`src/rtl/lvds_mux_pkg.sv`:
```
// Shared constants and helpers for the slot-mapped lane serializer.
// Assumes a 5-bit selector and a fixed set of four control sources above the colour bits.
package lvds_mux_pkg;
    localparam int SLOTS      = 7;
    localparam int SEL_W      = 5;
    localparam int CTRL_SRCS  = 4;
    localparam logic [SLOTS-1:0] CLK_PATTERN = 7'b1100011;

    // Enable rule for one lane: channel active and lane within the colour depth.
    function automatic logic lane_active(input int ch, input int lane, input int lanes_per_ch,
                                         input logic dual, input logic depth24);
        return ((ch == 0) || dual) && ((lane < lanes_per_ch - 1) || depth24);
    endfunction
endpackage

```
`src/rtl/lane_gather.sv`:
```
// Builds one lane's seven-slot word from the source vector.
// Each slot has its own selector; a selector beyond the source count yields 0.
// Assumes sel holds SLOTS fields of SEL_W bits, slot 0 in the lowest field.
module lane_gather #(
    parameter int SLOTS    = 7,
    parameter int SEL_W    = 5,
    parameter int SRC_BITS = 28
) (
    input  logic [SRC_BITS-1:0]    src,
    input  logic [SLOTS*SEL_W-1:0] sel,
    output logic [SLOTS-1:0]       word
);
    for (genvar s = 0; s < SLOTS; s++) begin : g_slot
        logic [SEL_W-1:0] idx;
        assign idx = sel[s*SEL_W +: SEL_W];
        // One selector mux per slot, guarded against indices past the source set.
        always_comb begin
            word[s] = 1'b0;
            for (int k = 0; k < SRC_BITS; k++) begin
                if (int'(idx) == k) word[s] = src[k];
            end
        end
    end
endmodule

```
`src/rtl/ser_phase_ctrl.sv`:
```
// Pixel-period phase counter for the serializer.
// Issues a load strobe on the first enabled edge and then every SLOTS edges.
// Assumes the enable is held for whole periods; dropping it restarts the phase.
module ser_phase_ctrl #(
    parameter int SLOTS = 7
) (
    input  logic clk,
    input  logic rst_n,
    input  logic en,
    output logic load
);
    localparam int PH_W = $clog2(SLOTS);
    localparam logic [PH_W-1:0] LAST = PH_W'(SLOTS - 1);

    logic [PH_W-1:0] phase;

    assign load = en && (phase == '0);

    // Advance the slot phase while enabled, park at 0 otherwise.
    always_ff @(posedge clk) begin
        if (!rst_n || !en)      phase <= '0;
        else if (phase == LAST) phase <= '0;
        else                    phase <= phase + 1'b1;
    end

    a_r2_phase_in_range: assert property (@(posedge clk) disable iff (!rst_n)
        phase <= LAST);
    a_r7_wrap_to_load: assert property (@(posedge clk) disable iff (!rst_n)
        (en && phase == LAST) |=> (phase == '0));
    a_r7_idle_parks: assert property (@(posedge clk) disable iff (!rst_n)
        !en |=> (phase == '0));
endmodule

```
`src/rtl/lane_shifter.sv`:
```
// Seven-slot parallel-in serial-out register for one lane.
// Loads a word on the load strobe and shifts toward the top bit, which is the output.
// Assumes load only arrives while en is high; en low clears the lane.
module lane_shifter #(
    parameter int SLOTS = 7
) (
    input  logic             clk,
    input  logic             rst_n,
    input  logic             en,
    input  logic             load,
    input  logic [SLOTS-1:0] din,
    output logic             sout
);
    logic [SLOTS-1:0] sreg;

    // Load a fresh word, shift one slot, or clear when idle.
    always_ff @(posedge clk) begin
        if (!rst_n || !en) sreg <= '0;
        else if (load)     sreg <= din;
        else               sreg <= {sreg[SLOTS-2:0], 1'b0};
    end

    assign sout = sreg[SLOTS-1];

    a_r2_loaded_top_first: assert property (@(posedge clk) disable iff (!rst_n)
        load |=> (sout == $past(din[SLOTS-1])));
endmodule

```
`src/rtl/lvds_slot_mux_ser.sv`:
```
// Top of the slot-mapped 7:1 lane serializer.
// Gathers each lane's slot word from the pixel, masks lanes that the depth and
// channel mode leave unused, serializes slot 6 first, and produces the clock
// lanes. Assumes clk runs at seven times the pixel rate and the pixel is stable
// on each load edge. The channel exchange is applied after the shift registers.
module lvds_slot_mux_ser
    import lvds_mux_pkg::*;
#(
    parameter int LANES_PER_CH = 4,
    parameter int COLOR_BITS   = 24
) (
    input  logic                                      clk,
    input  logic                                      rst_n,
    input  logic [COLOR_BITS-1:0]                     pix_rgb,
    input  logic                                      pix_hsync,
    input  logic                                      pix_vsync,
    input  logic                                      pix_de,
    input  logic                                      pix_spare,
    input  logic [2*LANES_PER_CH*SLOTS*SEL_W-1:0]     cfg_slot_sel,
    input  logic                                      cfg_depth24,
    input  logic                                      cfg_dual,
    input  logic                                      cfg_swap,
    input  logic                                      cfg_ser_en,
    output logic [2*LANES_PER_CH-1:0]                 lane_sd,
    output logic [1:0]                                clk_lane,
    output logic                                      narrow_rgb,
    output logic                                      single_link
);
    localparam int NUM_CH    = 2;
    localparam int NUM_LANES = NUM_CH * LANES_PER_CH;
    localparam int SRC_BITS  = COLOR_BITS + CTRL_SRCS;
    localparam int LANE_SEL  = SLOTS * SEL_W;

    logic [SRC_BITS-1:0]                     src_vec;
    logic                                    load;
    logic [NUM_CH-1:0][LANES_PER_CH-1:0]     log_sd;
    logic [NUM_CH-1:0]                       log_ck;

    assign src_vec = {pix_spare, pix_de, pix_vsync, pix_hsync, pix_rgb};

    ser_phase_ctrl #(.SLOTS(SLOTS)) u_phase (
        .clk  (clk),
        .rst_n(rst_n),
        .en   (cfg_ser_en),
        .load (load)
    );

    for (genvar c = 0; c < NUM_CH; c++) begin : g_ch
        logic ck_on;
        assign ck_on = (c == 0) || cfg_dual;

        for (genvar l = 0; l < LANES_PER_CH; l++) begin : g_lane
            logic [SLOTS-1:0] word;
            logic [SLOTS-1:0] word_masked;
            logic             on;

            lane_gather #(.SLOTS(SLOTS), .SEL_W(SEL_W), .SRC_BITS(SRC_BITS)) u_gather (
                .src (src_vec),
                .sel (cfg_slot_sel[(c*LANES_PER_CH + l)*LANE_SEL +: LANE_SEL]),
                .word(word)
            );

            assign on          = lane_active(c, l, LANES_PER_CH, cfg_dual, cfg_depth24);
            assign word_masked = on ? word : '0;

            lane_shifter #(.SLOTS(SLOTS)) u_shift (
                .clk  (clk),
                .rst_n(rst_n),
                .en   (cfg_ser_en),
                .load (load),
                .din  (word_masked),
                .sout (log_sd[c][l])
            );
        end

        lane_shifter #(.SLOTS(SLOTS)) u_clk_shift (
            .clk  (clk),
            .rst_n(rst_n),
            .en   (cfg_ser_en),
            .load (load),
            .din  (ck_on ? CLK_PATTERN : '0),
            .sout (log_ck[c])
        );
    end

    // Place the logical channels on the physical outputs, exchanged on request.
    always_comb begin
        if (cfg_swap) begin
            lane_sd  = {log_sd[0], log_sd[1]};
            clk_lane = {log_ck[0], log_ck[1]};
        end else begin
            lane_sd  = {log_sd[1], log_sd[0]};
            clk_lane = {log_ck[1], log_ck[0]};
        end
    end

    // Register the mode flags for downstream consumers.
    always_ff @(posedge clk) begin
        if (!rst_n) begin
            narrow_rgb  <= 1'b0;
            single_link <= 1'b0;
        end else begin
            narrow_rgb  <= !cfg_depth24;
            single_link <= !cfg_dual;
        end
    end

    a_r7_idle_outputs_low: assert property (@(posedge clk) disable iff (!rst_n)
        !cfg_ser_en |=> (log_sd == '0 && log_ck == '0));
    a_r3_clock_starts_high: assert property (@(posedge clk) disable iff (!rst_n)
        load |=> (log_ck[0] == 1'b1));
    a_r5_second_channel_quiet: assert property (@(posedge clk) disable iff (!rst_n)
        (load && !cfg_dual) |=> (log_sd[1] == '0 && log_ck[1] == 1'b0));
    a_r4_top_lane_quiet: assert property (@(posedge clk) disable iff (!rst_n)
        (load && !cfg_depth24) |=> (log_sd[0][LANES_PER_CH-1] == 1'b0 &&
                                    log_sd[1][LANES_PER_CH-1] == 1'b0));
    a_r6_swap_exchanges: assert property (@(posedge clk) disable iff (!rst_n)
        cfg_swap |-> (lane_sd[LANES_PER_CH-1:0] == log_sd[1] && clk_lane[0] == log_ck[1]));
    a_r8_flags_follow: assert property (@(posedge clk) disable iff (!rst_n)
        1'b1 |=> (narrow_rgb == !$past(cfg_depth24) && single_link == !$past(cfg_dual)));
endmodule

```
`config.mk`:
```
export PLATFORM = sky130hd
export DESIGN_NAME = lvds_slot_mux_ser
export DESIGN_NICKNAME = d
export VERILOG_FILES = /design/src/rtl/lvds_mux_pkg.sv /design/src/rtl/lane_gather.sv /design/src/rtl/ser_phase_ctrl.sv /design/src/rtl/lane_shifter.sv /design/src/rtl/lvds_slot_mux_ser.sv
export SDC_FILE = /design/constraint.sdc
export NUM_CORES = 2
export LEC_CHECK = 0
export ABC_AREA = 1
export BUFFER_PORTS_ARGS = -buffer_cell sky130_fd_sc_hd__buf_2
export CAP_MARGIN = 25
export CORE_UTILIZATION = 35
export DETAILED_ROUTE_END_ITERATION = 10
export PLACE_DENSITY_LB_ADDON = 0.05
export SLEW_MARGIN = 20
export SYNTH_ARGS = -nofsm -noshare
export SYNTH_HDL_FRONTEND = slang
export SYNTH_SLANG_ARGS = --single-unit
```
`constraint.sdc`:
```
create_clock -name clk -period 5 [get_ports clk]
set_input_delay 0.25 -clock clk [delete_from_list [all_inputs] [get_ports clk]]
set_output_delay 0.25 -clock clk [all_outputs]
set_load 0.02 [all_outputs]
```
Word level (Yosys, flattened, before mapping)
Index checks and enable logic that the tools add are counted.

word-level totals
  register bits = 75
  input bits = 314
  output and inout bits = 12
  logic and storage cells = 3197

operators by class
  $add $sub $neg = 1
  equal/unequal tests = 1513
  multiplexer cells = 1586
  bitwise operators = 4
  reduce and logical (&&, ||, !) cells = 70

operators with widths
  cell                                                                    count
  5-bit equality test (second input constant)                             896
  5-bit by 4-bit equality test with 1-bit output (second input constant)  448
  1-bit two-way mux                                                       1568
  5-bit by 3-bit equality test with 1-bit output (second input constant)  112
  5-bit by 2-bit equality test with 1-bit output (second input constant)  56
  5-bit zero test                                                         56
  7-bit two-way mux                                                       16
  3-bit OR reduction                                                      3
  8-bit two-way mux                                                       1
  2-bit OR reduction                                                      3
  1-bit zero test                                                         4
  1-bit NOT                                                               4
  3-bit by 1-bit adder with 3-bit output (second input constant)          1
  3-bit equality test (second input constant)                             1
  3-bit zero test                                                         1
  1-bit logical AND                                                       2
  2-bit two-way mux                                                       1
  1-bit logical OR                                                        1

Depth between registers and ports, before layout
  depth in word-level cells = 31
  depth in mapped cells = 30
  mapped depth without buffers = 30

By module
Synthesis repeated with hierarchy kept, for this count alone.

second synthesis, totals
  cell total of the unflattened synthesis = 5404
  area, all modules = 26419.1 sq um

by module, submodules not included
  module                                        times used  cells each  area each (sq um)  sequential area each (sq um)
  lane_gather (g_ch[0].g_lane[1].u_gather ...)  7           606         2874.0             0.0
  lane_gather (g_ch[0].g_lane[0].u_gather)      1           606         2877.8             0.0
  lane_shifter                                  10          42          279.0              140.1
  lvds_slot_mux_ser                             1           113         469.2              40.0
  ser_phase_ctrl                                1           23          163.9              60.1

Worst setup path after synthesis
OpenSTA, ideal clock, no wires.

  path type = input to register
  from = in pix_rgb[3]
  to = reg g_ch[0].g_lane[0].u_shift.sreg[1]
  library setup time = 0.113 ns
  data arrival time = 1.887 ns
  data required time = 4.887 ns
  setup slack = 3.000 ns
  stages on the path = 20
  path buffers = 4
  cells stage by stage = buf_2 -> inv_2 -> buf_6 -> buf_8 -> buf_6 -> nor3_1 -> nor3_2 -> nand4_1 -> nor2_1 -> nand4_1 -> nor2_1 -> nand4_1 -> nor2_1 -> nand4_1 -> nand2_1 -> nand4_1 -> nand2_1 -> nand4_1 -> nand2_1 -> nand2_1

on the way
  word-level cells in the longest chain between the ends = 26

ends and longest elaborated chain
  item                             RTL line                 text
  start, declared                  lvds_slot_mux_ser.sv:14  input logic [COLOR_BITS-1:0] pix_rgb,
  1-bit two-way mux (25 in a row)  lane_gather.sv:20        if (int'(idx) == k) word[s] = src[k];
  7-bit two-way mux                lane_shifter.sv:19       else if (load) sreg <= din;
  end signal, assigned             lane_shifter.sv:19
  end signal, assigned             lane_shifter.sv:20       else sreg <= {sreg[SLOTS-2:0], 1'b0};
  end, declared                    lane_shifter.sv:14       logic [SLOTS-1:0] sreg;

No other way between the ends.
A chain may end at the register's enable or synchronous reset.

Final worst setup path
  from = reg u_phase.phase[0]
  to = reg g_ch[1].g_lane[3].u_shift.sreg[2]

on the way
  word-level cells in the longest chain between the ends = 3

ends and longest elaborated chain
  item                    RTL line              text
  start, declared         ser_phase_ctrl.sv:15  logic [PH_W-1:0] phase;
  start signal, assigned  ser_phase_ctrl.sv:23  else phase <= phase + 1'b1;
  3-bit zero test         ser_phase_ctrl.sv:17  assign load = en && (phase == '0);
  1-bit logical AND       ser_phase_ctrl.sv:17
  7-bit two-way mux       lane_shifter.sv:19
  end signal, assigned    lane_shifter.sv:19
  end signal, assigned    lane_shifter.sv:20
  end, declared           lane_shifter.sv:14

No other way between the ends.

==> reports/metrics.cfg <==
[outcome]
status = finished, final reports clean

[layout]
nets = 5746
fillCellCount = 8315
syn_to_final_growth_pct = 9.276
post-route-util_pct = 38.93
drive_gt1_share_pct = 10.82

[floorplanning]
die_x_um = 272.7
core_area_sq_um = 71980
die_height_um = 272.7
start_util_pct = 35.63
num_rows = 98
die_area_sq_um = 74350
pin_count = 326

[min_path]
hp-start = cfg_dual
hold_depth = 2
min-delay-path-class = input pin to flop
holdPathEnd = single_link

[clock_tree]
post_cts_buffers = 0
insertion_delay_ns = 0.40
numCtsBuffers = 9
post_cts_resized = 0
clock-sinks = 75
holdBufCountCts = 0
max-clock-path-buffers = 2
root_buffer = clkbuf_16
tritoncts = done
clkTransAtPathRegs_ns = 0.07
cts.htree.levels = 3

[logic_synthesis]
synth_cell_types = 51
synthCells = 5278
yosys.area_share.simple_pct = 59.83
synth-edff-count = 0
synth-seq-cells = 75
yosysTopAreaCellShare_pct = 20.33
synth.area.top_cells = nand2_1, inv_1, nor2_1, nand3_1, nand4_1
yosysTopAreaCell = nand2_1
synth_top_family_by_area = simple AND/OR/NAND/NOR gates
yosysWarnings = 0
async_flop_share_pct = 0
synth_mux_area_share_pct = 0
ys_seq_area_share_pct = 5.855
synth_nets = 5595
syn_avg_cell_area_sq_um = 4.859
syn_area_sq_um = 25640
synth_compound_area_share_pct = 16.08
synthXorXnorAreaFrac_pct = 0.03415
synthAdderAreaFrac_pct = 0.1464
ys_dominant_reg_cell = dfxtp_1

[sta]
min_period_over_period_pct = 52.51
tns_ns = 0
worst_pin_slew_ns = 1.171
setup_violations = 0
finalHoldViolCount = 0
rsz0062_at_grt = false
period_needed_ns = 2.626
skew_ns = 0.009201
relSlewSlack_pct = 21.80
max_freq_mhz = 380.9
drv_slew = 0

[pwr]
finalPower_w = 0.003535
swShare_pct = 57.04
pwr-share-comb_pct = 61.6
clockPowerShare_pct = 20.3
vdd_drop_max_mv = 0.1629
p_leak_nw = 13.40
seq_power_share_pct = 18.1
p_per_area_nw_per_um2 = 126.2
internal-power_w = 0.001519
p_switching_w = 0.002016

[routing]
drt-initial-drc-count = 4419
post_drt_wl_per_cell_um = 21.52
ant_nets = 0
drc = 0
drt_wl_total_um = 137600
firstDrtPassIters = 6
vias = 37570
viasPerCell = 5.875

[worst_setup_path]
rr_worst_depth = 9
endpoint_kind = flop
critPathArrivalTime_ns = 2.97
rr_startpoint = u_phase.phase[0]
critPathLaunchType = flop
timing.rr.end = g_ch[1].g_lane[3].u_shift.sreg[2]
crit_required_ns = 5.34
r2r_slack_ns = 2.37
worstPathMaxFanout = 13
criticalPathCategory = flop to flop

[placed_design]
place_hpwl_um = 91930
gp_congestion = 0.9566
port_buffers = 325

[global_route]
antenna_found_initial = 16
grt_pass1_wl_um = 202700
grt_usage_pct = 35.41
first_global_vias = 33140
grt_max_degree = 45
overflow = 0

[job]
cap_violations = 0

==> area by class of cell <==
type / count / area, sq um / share of cell area [%]
Multi-Input combinational cell: 4045 / 19510 / 69.63
Inverter: 921 / 3461 / 12.35
Timing Repair Buffer: 377 / 2052 / 7.323
Sequential cell: 75 / 1501 / 5.358
Tap cell: 950 / 1189 / 4.242
Clock buffer: 9 / 225.2 / 0.8037
Clock inverter: 7 / 57.56 / 0.2054
Antenna cell: 10 / 25.02 / 0.08930
==> flip-flops by register name, indices dropped and copies added, names as in the netlist <==
signal and count:
g_ch.g_lane.u_shift.sreg 56, g_ch.u_clk_shift.sreg 14, u_phase.phase 3, narrow_rgb 1, single_link 1
==> Yosys cell counts, drive strengths merged (46+ instances only) <==
library cell  count
a21oi            90
nor4             52
a31oi            74
o211ai           46
inv             903
nor2            828
nor3            144
nand2          1391
o21ai           103
nand4           436
a31o            112
buf              66
dfxtp            75
clkbuf          169
nand3           597
==> cell usage in the layout, fill, tap and decap left out, types with 46 or more instances in the layout <==
cell type / netlist / final
a31oi_1: 74 / 74
inv_1: 880 / 876
buf_2: 49 / 319
nand4_1: 436 / 436
buf_4: 2 / 56
dfxtp_1: 75 / 75
nand3_1: 593 / 593
a31o_2: 111 / 111
nor3_1: 138 / 138
o21ai_0: 76 / 76
o211ai_1: 46 / 46
nor2_1: 791 / 791
nand2_1: 1389 / 1389
nor4_1: 51 / 51
a21oi_1: 90 / 90
==> critical path: stages, from the launching register on <==
cell and delay, ns:
dfxtp_1 0.32, inv_1 0.08, ha_1 0.22, nand3_1 0.11, nor2_1 0.10, buf_4 0.26
nand3_1 0.74, a31oi_1 0.46, nand2_1 0.17, nand2_1 0.09
==> stage by stage <==
step	setup slack, ns	instance area, sq um	cells	hold slack (ns)
floorplan	3.000	25640	5278	0.3224
global placement	2.120	27680	6366	0.4004
detailed placement	2.084	27690	6367	0.3990
CTS	2.451	27980	6383	0.08441
global route	2.152	28010	6391	0.1110
finish	2.374	28020	6394	0.09246
==> kinds of logic (layout without fill, tap and decap cells) <==
| group | count (synthesis) | count (layout) |
|---|---|---|
| AND/OR/NAND/NOR | 3454 | 3454 |
| AO/OA/AOI/OAI | 587 | 587 |
| XOR/XNOR | 1 | 1 |
| adder cells (fa/ha/maj) | 3 | 3 |
| buffers and inverters | 1158 | 1314 |
| flip-flops | 75 | 75 |
| other | 0 | 10 |
==> power by group through the flow <==
stage	sequential, W	combinational, W	clock, W
5_1_grt	0.000641	0.00237	0.000741
3_3_place_gp	0.000654	0.00212	0
4_1_cts	0.000640	0.00211	0.000729
6_report	0.000639	0.00218	0.000716
3_5_place_dp	0.000653	0.00210	0
2_1_floorplan	0.000646	0.00130	0
==> layer usage <==
| metal | GRT usage, % | up-vias | part of all wire [%] |
|---|---|---|---|
| met5 | 0 | - | 0.049 |
| met3 | 5.377 | 468 | 10 |
| li1 | - | 17930 | - |
| met2 | 56.43 | 2255 | 44 |
| met4 | 19.62 | 12 | 5.8 |
| met1 | 45.46 | 16910 | 40 |
==> worst max path at each step <==
| stage | slack (ns) | depth (start not counted) | start | to |
|---|---|---|---|---|
| floorplan | 3.00 | 20 | pix_rgb[3] | g_ch[0].g_lane[0].u_shift.sreg[1] |
| global placement | 2.12 | 24 | pix_rgb[3] | g_ch[1].g_lane[3].u_shift.sreg[2] |
| global route | 2.15 | 26 | pix_rgb[1] | g_ch[1].g_lane[0].u_shift.sreg[5] |
| CTS | 2.45 | 9 | u_phase.phase[0] | g_ch[1].g_lane[3].u_shift.sreg[2] |
| detailed placement | 2.08 | 28 | pix_rgb[2] | g_ch[1].g_lane[0].u_shift.sreg[4] |
| finish | 2.37 | 9 | u_phase.phase[0] | g_ch[1].g_lane[3].u_shift.sreg[2] |
Power figures use the tool's default switching activity.
